<file path="src/rtl/snap_tmr_pkg.sv">
package snap_tmr_pkg;
  localparam int REG_AW = 6;
  localparam logic [REG_AW-1:0] A_CNT_LO = 6'h00;
  localparam logic [REG_AW-1:0] A_CNT_HI = 6'h04;
  localparam logic [REG_AW-1:0] A_MATCH0 = 6'h08;
  localparam logic [REG_AW-1:0] A_STATUS = 6'h20;
  localparam logic [REG_AW-1:0] A_IEN    = 6'h24;
  localparam logic [REG_AW-1:0] A_WDEN   = 6'h28;
  localparam logic [REG_AW-1:0] A_DIV    = 6'h2C;
  localparam logic [REG_AW-1:0] A_CAPT   = 6'h30;
  localparam logic [REG_AW-1:0] A_SNAP_LO = 6'h34;
  localparam logic [REG_AW-1:0] A_SNAP_HI = 6'h38;
endpackage

</file>
<file path="src/rtl/tmr_prescale.sv">
module tmr_prescale #(
  parameter int DIV_W = 16
) (
  input  logic             clk,
  input  logic             rst,
  input  logic [DIV_W-1:0] div,
  input  logic             div_wr,
  output logic             tick
);
  localparam int PC_W = DIV_W + 1;

  logic [PC_W-1:0] pcnt;
  logic [PC_W-1:0] lim;

  // period 2*(div+1) => terminal count 2*div+1
  assign lim  = {div, 1'b1};
  assign tick = (pcnt == lim);

  always_ff @(posedge clk) begin
    if (rst || div_wr) pcnt <= '0;
    else if (tick)     pcnt <= '0;
    else               pcnt <= pcnt + PC_W'(1);
  end


  phase_range_chk: assert property (@(posedge clk) disable iff (rst) pcnt <= lim);

  phase_restart_chk: assert property (@(posedge clk) disable iff (rst) div_wr |=> pcnt == '0);
endmodule

</file>
<file path="src/rtl/tmr_count.sv">
module tmr_count #(
  parameter int DW = 32
) (
  input  logic          clk,
  input  logic          rst,
  input  logic          tick,
  input  logic          wr_lo,
  input  logic          wr_hi,
  input  logic [DW-1:0] wdata,
  output logic [2*DW-1:0] cnt,
  output logic          inc_evt
);
  localparam int CW = 2 * DW;

  logic          pend_lo, pend_hi;
  logic [DW-1:0] pval_lo, pval_hi;

  assign inc_evt = tick && !(pend_lo || pend_hi);

  always_ff @(posedge clk) begin
    if (rst) begin
      cnt     <= '0;
      pend_lo <= 1'b0;
      pend_hi <= 1'b0;
      pval_lo <= '0;
      pval_hi <= '0;
    end else begin
      if (tick) begin
        if (pend_lo || pend_hi) begin
          cnt     <= {pend_hi ? pval_hi : cnt[CW-1:DW], pend_lo ? pval_lo : cnt[DW-1:0]};
          pend_lo <= 1'b0;
          pend_hi <= 1'b0;
        end else begin
          cnt <= cnt + CW'(1);
        end
      end
      // a write in a tick cycle stays pending for the following tick
      if (wr_lo) begin
        pend_lo <= 1'b1;
        pval_lo <= wdata;
      end
      if (wr_hi) begin
        pend_hi <= 1'b1;
        pval_hi <= wdata;
      end
    end
  end


  count_step_chk: assert property (@(posedge clk) disable iff (rst)
    inc_evt |=> cnt == $past(cnt) + CW'(1));

  count_hold_chk: assert property (@(posedge clk) disable iff (rst)
    !tick |=> $stable(cnt));
endmodule

</file>
<file path="src/rtl/tmr_match.sv">
module tmr_match #(
  parameter int NCH = 6,
  parameter int DW  = 32
) (
  input  logic                   inc_evt,
  input  logic [DW-1:0]          next_lo,
  input  logic [NCH-1:0][DW-1:0] mval,
  output logic [NCH-1:0]         hit
);
  for (genvar g = 0; g < NCH; g++) begin : g_ch
    assign hit[g] = inc_evt && (next_lo == mval[g]);
  end
endmodule

</file>
<file path="src/rtl/snap_timer.sv">
module snap_timer
  import snap_tmr_pkg::*;
#(
  parameter int DW      = 32,
  parameter int NCH     = 6,
  parameter int WDOG_CH = 5,
  parameter int DIV_W   = 16
) (
  input  logic              clk,
  input  logic              rst,
  input  logic              bus_wr,
  input  logic              bus_rd,
  input  logic [REG_AW-1:0] bus_addr,
  input  logic [DW-1:0]     bus_wdata,
  output logic [DW-1:0]     bus_rdata,
  output logic              irq,
  output logic              wdog_rst
);
  localparam int CW = 2 * DW;

  logic [NCH-1:0][DW-1:0] mval;
  logic [NCH-1:0]         status, ien, hit, m_wr, clr;
  logic                   wden;
  logic [DIV_W-1:0]       div;
  logic [DW-1:0]          snap_lo, snap_hi;
  logic [CW-1:0]          cnt;
  logic                   tick, inc_evt;
  logic [DW-1:0]          rd_val;

  logic wr_lo, wr_hi, wr_stat, wr_ien, wr_wden, wr_div, capt;
  assign wr_lo   = bus_wr && (bus_addr == A_CNT_LO);
  assign wr_hi   = bus_wr && (bus_addr == A_CNT_HI);
  assign wr_stat = bus_wr && (bus_addr == A_STATUS);
  assign wr_ien  = bus_wr && (bus_addr == A_IEN);
  assign wr_wden = bus_wr && (bus_addr == A_WDEN);
  assign wr_div  = bus_wr && (bus_addr == A_DIV);
  assign capt    = bus_wr && (bus_addr == A_CAPT) && bus_wdata[0];

  for (genvar g = 0; g < NCH; g++) begin : g_mdec
    assign m_wr[g] = bus_wr && (bus_addr == A_MATCH0 + REG_AW'(4 * g));
  end

  tmr_prescale #(.DIV_W(DIV_W)) u_pre (
    .clk(clk), .rst(rst), .div(div), .div_wr(wr_div), .tick(tick)
  );

  tmr_count #(.DW(DW)) u_cnt (
    .clk(clk), .rst(rst), .tick(tick), .wr_lo(wr_lo), .wr_hi(wr_hi),
    .wdata(bus_wdata), .cnt(cnt), .inc_evt(inc_evt)
  );

  tmr_match #(.NCH(NCH), .DW(DW)) u_match (
    .inc_evt(inc_evt), .next_lo(cnt[DW-1:0] + DW'(1)), .mval(mval), .hit(hit)
  );

  assign clr = wr_stat ? bus_wdata[NCH-1:0] : '0;

  always_ff @(posedge clk) begin
    if (rst) begin
      mval     <= '0;
      status   <= '0;
      ien      <= '0;
      wden     <= 1'b0;
      div      <= '0;
      snap_lo  <= '0;
      snap_hi  <= '0;
      irq      <= 1'b0;
      wdog_rst <= 1'b0;
    end else begin
      for (int i = 0; i < NCH; i++)
        if (m_wr[i]) mval[i] <= bus_wdata;
      status <= (status & ~clr) | hit;
      if (wr_ien)  ien  <= bus_wdata[NCH-1:0];
      if (wr_wden) wden <= bus_wdata[0];
      if (wr_div)  div  <= bus_wdata[DIV_W-1:0];
      if (capt) begin
        snap_lo <= cnt[DW-1:0];
        snap_hi <= cnt[CW-1:DW];
      end
      irq      <= |(status & ien);
      wdog_rst <= wden && hit[WDOG_CH];
    end
  end

  always_comb begin
    rd_val = '0;
    case (bus_addr)
      A_CNT_LO:  rd_val = cnt[DW-1:0];
      A_CNT_HI:  rd_val = cnt[CW-1:DW];
      A_STATUS:  rd_val = DW'(status);
      A_IEN:     rd_val = DW'(ien);
      A_WDEN:    rd_val = DW'(wden);
      A_DIV:     rd_val = DW'(div);
      A_SNAP_LO: rd_val = snap_lo;
      A_SNAP_HI: rd_val = snap_hi;
      default:   rd_val = '0;
    endcase
    for (int i = 0; i < NCH; i++)
      if (bus_addr == A_MATCH0 + REG_AW'(4 * i)) rd_val = mval[i];
  end

  always_ff @(posedge clk) begin
    if (rst)         bus_rdata <= '0;
    else if (bus_rd) bus_rdata <= rd_val;
  end


  snap_take_chk: assert property (@(posedge clk) disable iff (rst)
    capt |=> {snap_hi, snap_lo} == $past(cnt));

  snap_keep_chk: assert property (@(posedge clk) disable iff (rst)
    !capt |=> $stable(snap_lo) && $stable(snap_hi));

  irq_level_chk: assert property (@(posedge clk) disable iff (rst)
    irq == $past(|(status & ien)));

  wdog_flag_chk: assert property (@(posedge clk) disable iff (rst)
    wdog_rst |-> status[WDOG_CH]);

  wdog_pulse_chk: assert property (@(posedge clk) disable iff (rst)
    wdog_rst |=> !wdog_rst);
  for (genvar g = 0; g < NCH; g++) begin : g_schk

    flag_cause_chk: assert property (@(posedge clk) disable iff (rst)
      $rose(status[g]) |-> $past(inc_evt));
  end
endmodule

</file>
<file path="config.mk">
export PLATFORM = sky130hd
export DESIGN_NAME = snap_timer
export DESIGN_NICKNAME = d
export VERILOG_FILES = /design/src/rtl/snap_tmr_pkg.sv /design/src/rtl/tmr_prescale.sv /design/src/rtl/tmr_count.sv /design/src/rtl/tmr_match.sv /design/src/rtl/snap_timer.sv
export SDC_FILE = /design/constraint.sdc
export NUM_CORES = 1
export LEC_CHECK = 0
export BUFFER_PORTS_ARGS = -buffer_cell sky130_fd_sc_hd__buf_4
export CORE_MARGIN = 3
export CORE_UTILIZATION = 47
export CTS_BUF_LIST = sky130_fd_sc_hd__clkbuf_4 sky130_fd_sc_hd__clkbuf_8 sky130_fd_sc_hd__clkbuf_16
export CTS_CLUSTER_DIAMETER = 50
export CTS_CLUSTER_SIZE = 12
export DETAILED_ROUTE_END_ITERATION = 10
export SLEW_MARGIN = 20
export SYNTH_ARGS = -nofsm -noshare
export SYNTH_HDL_FRONTEND = slang
export SYNTH_SLANG_ARGS = --single-unit
</file>
<file path="constraint.sdc">
create_clock -name clk -period 5 [get_ports clk]
set_input_delay 0.5 -clock clk [delete_from_list [all_inputs] [get_ports clk]]
set_output_delay 0.5 -clock clk [all_outputs]
set_load 0.02 [all_outputs]
</file>
==> results.txt, run 1 <==
In this run the remaining antenna-violating nets after routing total 0. The flow ran to the end, and the final reports show no timing, DRC or antenna violations. A synthesized cell averages 7.368 sq um. The largest net degree at the start of global routing came out at 109. Summing the areas of all fa, ha and maj instances in the mapped netlist gives 0.1006% of the synthesized area. For hold timing, the worst endpoint is mval[119]$_SDFFE_PP0P_. The post-route clock period utilization came out at 89.62%.

The number of buffers created by CTS is 58. The initial antenna violation count is 5. The total track usage is 42.45%. The cell count after synthesis came out at 3,377.

The total setup violations reported at the end of the flow came out at 0. The final RePlAce weighted congestion came out at 1.070. The largest driver fanout on the critical path came out at 16.

The number of filler instances in the final layout came out at 4,992. The starting density of the core came out at 48.02%. The per-cell routed wire length is 30.50 um. Clock-pin slew was measured on the worst setup and hold paths at 0.06 ns. During synthesis, Yosys emitted a total of 0 warnings.

The terminus of the critical flop-to-flop path is status[3]$_SDFF_PP0_. The final standard cell utilization of the core is 53.53%. The most used flip-flop cell after synthesis is sky130_fd_sc_hd__dfxtp_1. After Yosys synthesis, and, or, nand and nor cells account for 25.13% of the synthesized area. Input and output buffers added on the ports amount to 75. The final net count is 3,350. The finished cells cover 27,740 sq um. For the finished layout, the period the worst path requires is 4.481 ns. The area used by multi-input combinational logic is 14,230 sq um. In the final timing run, aggregate negative setup slack is 0 ns.

The worst hold path cell count came out at 3. The register-to-register path setup slack came out at 0.52 ns. The type of the setup path with the least slack is reg -> reg. The path depth of the worst reg2reg path came out at 8.

The first detailed-routing pass ran for 9 iterations. The synthesized net count is 3,421. In this run the most critical hold path is launched from bus_wdata[23]. The share of post-route cells with drive strength above 1 came out at 9.420%. The startpoint of the worst-slack reg-to-reg timing path is u_cnt.cnt[13]$_SDFFE_PP0P_. The clock tree synthesis step divided the H-tree into 2 levels.

Yosys mapped a number of flops with a built-in enable equal to 0. The register bit total from synthesis is 466. The share of the synthesized area in compound gates (AO/OA/AOI/OAI) came out at 23.20%. The starting DRC count in detailed routing is 4,361. Summing over every cut layer, the via total after detailed routing is 26,860.

The clock root buffer master is sky130_fd_sc_hd__clkbuf_16. Setup repair after global routing left no endpoint under its margin. The quantity of hold-fixing buffers added after cts is 0. The floorplan step set the die width to 236.1 um. The total core area came out at 51,820 sq um.

The first global-routing pass estimated 175,300 um of wire. The number of top-level design ports came out at 76. STA puts the critical path data arrival time at 5.05 ns. The worst IR drop on VDD is 0.0002949 V.

The post-layout total power is 9.186 mW. Sequential elements use 37.49% of the synthesized area. Headroom to the max-slew limit came out at 21.47%. The number of gates resized after CTS is 0. The hold slack is 0.1992 ns. After clock tree synthesis, the setup repair step added 0 buffers.

The async set or reset register ratio after synthesis came out at 0%. The die height came out at 236.1 um. The clock skew is 0.02595 ns. The worst setup path is captured at a flip-flop. For this design the ratio of total power to cell area is 331.2 nW/um^2. The layout overhead on the synthesized area is 11.49%. The cell area that synthesis handed to floorplanning was 24,880 sq um.

The final-report max-slew violation count is 0. The final number of hold-violating endpoints came to 0. The slew of the pin with the lowest slew margin is 1.178 ns. The die area is 55,740 sq um.

The xor/xnor share of the synthesized area is 8.096%. For the worst-skew pair, the clock arrives at the later sink with an insertion delay of 0.65 ns. The count of clock tree sinks came out at 466. The leakage power came out at 9.379 nW. The via count of the first global-routing pass came out at 24,560. After synthesis, the largest family of logic cells by area is simple AND/OR/NAND/NOR gates. For the worst setup path, the data required time is 5.57 ns. The count of distinct cell types in the synthesized netlist is 84. The placed standard-cell area is 25,840 sq um. Max-cap violations in this run came to 0. The HPWL after detailed placement is 90,500 um. TritonCTS built the clock tree. The worst setup path is launched from a flip-flop.

Across the whole layout, storage elements account for 9329 sq um. No sink is reached through more buffers than the 3 on the longest clock path. The number of vias per cell after detailed routing came out at 6.676.

The final layout contains routed wiring with a total length of 122,700 um. The upper clock frequency limit is 223.2 MHz. The min-delay analysis places its worst path in the category in -> reg. The critical path starts at u_cnt.cnt[13]$_SDFFE_PP0P_. The antenna cell count is 0.

The multiplexer fraction of the synthesized cell area is 0.4878%. The number of remaining DRC errors is 0. The total grt overflow came out at 0.

After floorplanning, the core was divided into 83 placement rows.
[cell usage after synthesis (all sizes together), types with 12 or more instances]
master	instances	area share, %
a211oi	68	2.1
a21oi	503	10
a221oi	28	0.99
a222oi	28	1.1
a22oi	20	0.60
a31oi	20	0.50
and2	25	0.63
and3	34	0.85
buf	55	1.2
clkbuf	245	3.7
dfxtp	466	37
inv	34	0.51
nand2	828	12
nand2b	12	0.30
nand3	84	1.7
nand3b	15	0.45
nand4	52	1.5
nor2	191	2.9
nor3	52	1.1
nor4	35	1.2
o21ai	142	2.9
o22ai	24	0.60
or3	14	0.35
or4	12	0.38
xnor2	114	4.0
xor2	85	3.0
[cells in the final DEF (no fill, tap or decap), drive strengths merged, types with 7 or more instances in the layout]
cell type and n:
a2111oi 10, a211oi 68, a21oi 503, a221oi 28, a222oi 28, a22o 7
a22oi 20, a31oi 20, and2 25, and3 34, and4 10, buf 168
clkbuf 70, clkinv 12, dfxtp 466, inv 46, mux2i 11, nand2 828
nand2b 12, nand3 84, nand3b 15, nand4 52, nor2 191, nor2b 7
nor3 52, nor4 35, o2111ai 9, o211ai 10, o21ai 142, o221ai 11
o22ai 24, o2bb2ai 9, o31ai 11, o32ai 10, or2 7, or3 14
or4 12, xnor2 114, xnor3 11, xor2 85
[logic make-up after synthesis]
family          count (synthesis)
simple gates                 1391
flops                         466
buf+inv                       337
xor+xnor                      211
fa+ha+maj                       2
compound gates                958
mux                            12
[cell type report]
| cell class | instances | share of cell area, % |
|---|---|---|
| inverters | 37 | 0.5007 |
| repair buffers | 169 | 4.691 |
| flip-flops and latches | 466 | 33.63 |
| clock buffers | 69 | 5.688 |
| well taps | 680 | 3.067 |
| clock inverters | 29 | 1.137 |
| multi-input cells | 2574 | 51.29 |
[worst max path at each step]
stage | end | slack [ns] | depth (start not counted)
2_1_floorplan | status[3]$_SDFF_PP0_ | 2.18 | 10
3_3_place_gp | status[3]$_SDFF_PP0_ | 0.77 | 8
3_5_place_dp | status[3]$_SDFF_PP0_ | 0.69 | 8
4_1_cts | status[3]$_SDFF_PP0_ | 0.64 | 8
5_1_grt | status[3]$_SDFF_PP0_ | 0.41 | 8
6_report | status[3]$_SDFF_PP0_ | 0.52 | 8
[sequential cells by signal, summed over array words and instances (netlist names)]
signal and flops:
mval 192, u_cnt.cnt 64, div 16, u_cnt.pval_hi 32
wdog_rst 1, irq 1, bus_rdata 32, ien 6
u_cnt.pval_lo 32, u_cnt.pend_hi 1, u_cnt.pend_lo 1, wden 1
snap_hi 32, u_pre.pcnt 17, snap_lo 32, status 6
[through the flow]
| step | cells | worst slack, ns |
|---|---|---|
| floorplan | 3377 | 2.183 |
| global placement | 3925 | 0.7698 |
| detailed placement | 3925 | 0.6915 |
| CTS | 4023 | 0.6409 |
| global route | 4024 | 0.4149 |
| finish | 4024 | 0.5189 |
[power by group]
| part | total (mW) | internal (mW) | switching (mW) |
|---|---|---|---|
| logic | 1.13 | 0.336 | 0.799 |
| registers | 3.84 | 3.76 | 0.0893 |
| clock network | 4.21 | 2.42 | 1.78 |
| total | 9.19 | 6.52 | 2.67 |
[worst max-delay path: stages, from the launching register on]
cell and delay, ns:
sky130_fd_sc_hd__dfxtp_1 0.81, sky130_fd_sc_hd__nand4_1 0.58, sky130_fd_sc_hd__nor4_1 0.83, sky130_fd_sc_hd__and3_1 0.63, sky130_fd_sc_hd__xnor2_1 0.35, sky130_fd_sc_hd__xnor2_1 0.23, sky130_fd_sc_hd__or4_1 0.52, sky130_fd_sc_hd__nor4_1 0.27
sky130_fd_sc_hd__a31o_2 0.18
[routing by layer]
layer | wire length (um) | global-route usage, % | up-vias
li1 | - | - | 11680
met1 | 49250 | 59.28 | 12880
met2 | 51170 | 61.63 | 1969
met3 | 16340 | 11.38 | 338
met4 | 5919 | 17.92 | 6
met5 | 37 | 0 | -
Note: power is estimated with default switching activity, not from simulation.
==> run 2, diff against run 1 <==
--- a/config.mk
+++ b/config.mk
@@ -6,5 +6,5 @@
 export NUM_CORES = 1
 export LEC_CHECK = 0
-export BUFFER_PORTS_ARGS = -buffer_cell sky130_fd_sc_hd__buf_4
+export BUFFER_PORTS_ARGS = -buffer_cell sky130_fd_sc_hd__buf_2
 export CORE_MARGIN = 3
 export CORE_UTILIZATION = 47
==> constraint.sdc (replaced) <==
create_clock -name clk -period 5 [get_ports clk]
set_input_delay 0.25 -clock clk [delete_from_list [all_inputs] [get_ports clk]]
set_output_delay 0.25 -clock clk [all_outputs]
set_load 0.02 [all_outputs]
==> results.txt, run 2 (synthesis results as in run 1) <==
Result of the run: completed (unchanged). The largest register by flop count is mval (unchanged). The worst IR drop on VDD is 0.0003166 V (was 0.0002949 V). The post-layout instance count excluding filler cells was 4,041 (was 4,024). The leading cell type in the layout, fill and taps excluded is sky130_fd_sc_hd__nand2_1 (unchanged). The final RePlAce weighted congestion was 1.035 (was 1.070).

The data required time at the worst endpoint is 5.53 ns (was 5.57 ns). The leakage power came to 9.456 nW (was 9.379 nW). The die height is 236.1 um (unchanged). The largest net degree at the start of global routing was 124 (was 109). The net switching power figure is 2.669 mW (was 2.671 mW). The number of buffers and inverters on the critical path came out at 0 (unchanged). The layout overhead on the synthesized area is 11.58% (was 11.49%). The cell internal power dissipation is 6.655 mW (was 6.516 mW).

The slew of the pin with the lowest slew margin is 1.183 ns (was 1.178 ns). The delay contributed by the slowest stage of the critical path is 0.79 ns (was 0.83 ns). The family with the most delay on the worst path was simple AND/OR/NAND/NOR gates (unchanged). RSZ-0062 raised after global routing: no (unchanged). The upper clock frequency limit came out at 237.9 MHz (was 223.2 MHz). The combinational cell fraction of total power is 12.0% (was 12.4%). The detailed-placement wirelength estimate came to 91,750 um (was 90,500 um). The sequential group share of total power is 41.3% (was 41.8%). The critical path data arrival time came to 4.74 ns (was 5.05 ns). The final number of hold-violating endpoints came out at 0 (unchanged).

The cell at the slowest stage of the critical path was sky130_fd_sc_hd__dfxtp_1 (was sky130_fd_sc_hd__nor4_1). The die boundary width is 236.1 um (unchanged). The number of detailed-route iterations in the first pass is 9 (unchanged). The most utilized layer in the global route result was met2 (unchanged). The fraction of met2 tracks used by global routing came out at 61.25% (was 61.63%). The total via count in the routed design came to 26,870 (was 26,860).

The kind of start point of the critical path is a flip-flop (unchanged). The number of top-level design ports is 76 (unchanged). The cell total after placement came out at 3,934 (was 3,925). The areal power density over the cells is 335.8 nW/um^2 (was 331.2 nW/um^2). The number of port buffers is 75 (unchanged).

The number of buffers created by CTS came to 59 (was 58). The clock latency of the later-clocked register in the worst-skew pair is 0.64 ns (was 0.65 ns). The number of filler instances in the final layout was 4,952 (was 4,992). Registers with the most flip-flops: mval: 192 flops, u_cnt.cnt: 64 flops (unchanged). The global routing usage on met1 is 59.18% (was 59.28%). The number of vias per cell after detailed routing came out at 6.648 (was 6.676).

The path class of the lowest-slack min-delay path was in -> reg (unchanged). The number of nets with antenna violations after detailed routing came out at 0 (unchanged). The count of clock tree sinks is 466 (unchanged). The switching share of power came out at 28.62% (was 29.07%).

The total setup violations reported at the end of the flow is 0 (unchanged). The number of maximum-capacitance constraint violations came out at 0 (unchanged). The setup TNS after final layout came to 0 ns (unchanged). The largest driver fanout on the critical path came out at 15 (was 16).

The clock period minus final worst setup slack came out at 4.204 ns (was 4.481 ns). The starting DRC count in detailed routing is 4,717 (was 4,361). The flip-flop count of the largest register after layout is 192 (unchanged). The met3 routing resource usage after global routing came out at 13.02% (was 11.38%).

The total core area is 51,820 sq um (unchanged). The hold slack is 0.04188 ns (was 0.1992 ns). The H-tree level count came to 2 (unchanged). The die area is 55,740 sq um (unchanged). Most frequent cells in the layout: sky130_fd_sc_hd__nand2_1 (826), sky130_fd_sc_hd__a21oi_1 (503), sky130_fd_sc_hd__dfxtp_1 (466) (was sky130_fd_sc_hd__nand2_1 (824), sky130_fd_sc_hd__a21oi_1 (503), sky130_fd_sc_hd__dfxtp_1 (466)). The clock skew is 0.04248 ns (was 0.02595 ns). The post-CTS setup buffer count is 0 (unchanged). The via count of the first global-routing pass is 24,420 (was 24,560).

The total track usage came to 42.56% (was 42.45%). The proportion of power drawn by the clock network is 46.7% (was 45.8%). The number of remaining DRC errors came out at 0 (unchanged). The post-route clock period utilization is 84.07% (was 89.62%).

The row count is 83 (unchanged). The type of the setup path with the least slack is reg -> reg (unchanged). The global-route wire length before repair came to 175,000 um (was 175,300 um).

The largest buffer count on any clock path came out at 3 (unchanged). The initial antenna violation count came to 12 (was 5). The per-cell routed wire length came out at 30.65 um (was 30.50 um). Cell-by-cell trace of the critical path: nand2_1 > nor4_4 > xnor2_1 > a2111o_1 > nor4_2 > nand4_1 > o31ai_1 (was nand4_1 > nor4_1 > and3_1 > xnor2_1 > xnor2_1 > or4_1 > nor4_1 > a31o_2). The routed wire length was 123,900 um (was 122,700 um). The final net count is 3,370 (was 3,350).

The clock root buffer master is sky130_fd_sc_hd__clkbuf_16 (unchanged). The share of post-route cells with drive strength above 1 is 9.494% (was 9.420%). The starting density of the core is 48.02% (unchanged).

The clock edge transition at the registers on the reported setup and hold paths is 0.06 ns (about the same). The worst slew margin relative to its limit is 21.16% (was 21.47%). The final-report max-slew violation count is 0 (unchanged).

The total grt overflow is 0 (unchanged). The post-layout total power was 9.324 mW (was 9.186 mW). The type of element capturing the critical path is a flip-flop (unchanged).

The TritonCTS clock tree is yes (unchanged).
run 2: area by class of cell:
class | instances | area, sq um | area share (%)
diodes | 1 | 2.502 | 0.009013
clock buffers | 66 | 1559 | 5.615
clock inverters | 29 | 395.4 | 1.424
inverters | 37 | 138.9 | 0.5002
multi-input cells | 2574 | 14230 | 51.25
flip-flops and latches | 466 | 9329 | 33.60
well taps | 680 | 850.8 | 3.065
repair buffers | 188 | 1259 | 4.534
run 2: routing by layer:
layer / part of all wire (%) / vias up
met5: 0.066 / -
met4: 4.7 / 14
met3: 14 / 325
met2: 41 / 1945
met1: 40 / 12880
li1: - / 11700
run 2: power by group through the flow:
stage               clock network, mW  registers (mW)  logic [mW]
floorplan                           0            3.87       0.655
detailed placement                  0            3.93        1.05
finish                           4.35            3.85        1.12
CTS                              4.36            3.85        1.06
global route                     4.51            3.86        1.14
global placement                    0            3.92        1.06
run 2: worst reg2reg max path: stages, from the launching register on:
cell	delay, ns
sky130_fd_sc_hd__dfxtp_1	0.79
sky130_fd_sc_hd__nand2_1	0.56
sky130_fd_sc_hd__nor4_4	0.78
sky130_fd_sc_hd__xnor2_1	0.45
sky130_fd_sc_hd__a2111o_1	0.55
sky130_fd_sc_hd__nor4_2	0.58
sky130_fd_sc_hd__nand4_1	0.18
sky130_fd_sc_hd__o31ai_1	0.21
run 2: timing repair:
action	in CTS	in global routing
hold buffers	10	0
endpoints found under the hold margin	55	0
gates resized for setup	0	0
setup endpoints to repair	0	0
run 2: path summary, 6_finish.rpt:
check	startpoint	end	slack [ns]	cells past startpoint
setup / recovery	u_cnt.cnt[0]$_SDFFE_PP0P_	status[2]$_SDFF_PP0_	0.80	7
hold / removal	bus_wdata[18]	mval[146]$_SDFFE_PP0P_	0.04	3
setup reg to reg	u_cnt.cnt[0]$_SDFFE_PP0P_	status[2]$_SDFF_PP0_	0.80	7
hold reg to reg	u_cnt.pval_hi[30]$_SDFFE_PP0P_	u_cnt.pval_hi[30]$_SDFFE_PP0P_	0.45	2
run 2: through the flow:
| stage | utilization, % | setup slack (ns) | cell area, sq um |
|---|---|---|---|
| 2_1_floorplan | - | 2.183 | 24880 |
| 3_3_place_gp | 49.57 | 1.029 | 25690 |
| 3_5_place_dp | 49.59 | 0.9690 | 25700 |
| 4_1_cts | 53.55 | 0.9039 | 27750 |
| 5_1_grt | 53.57 | 0.6018 | 27760 |
| 6_report | 53.57 | 0.7963 | 27760 |
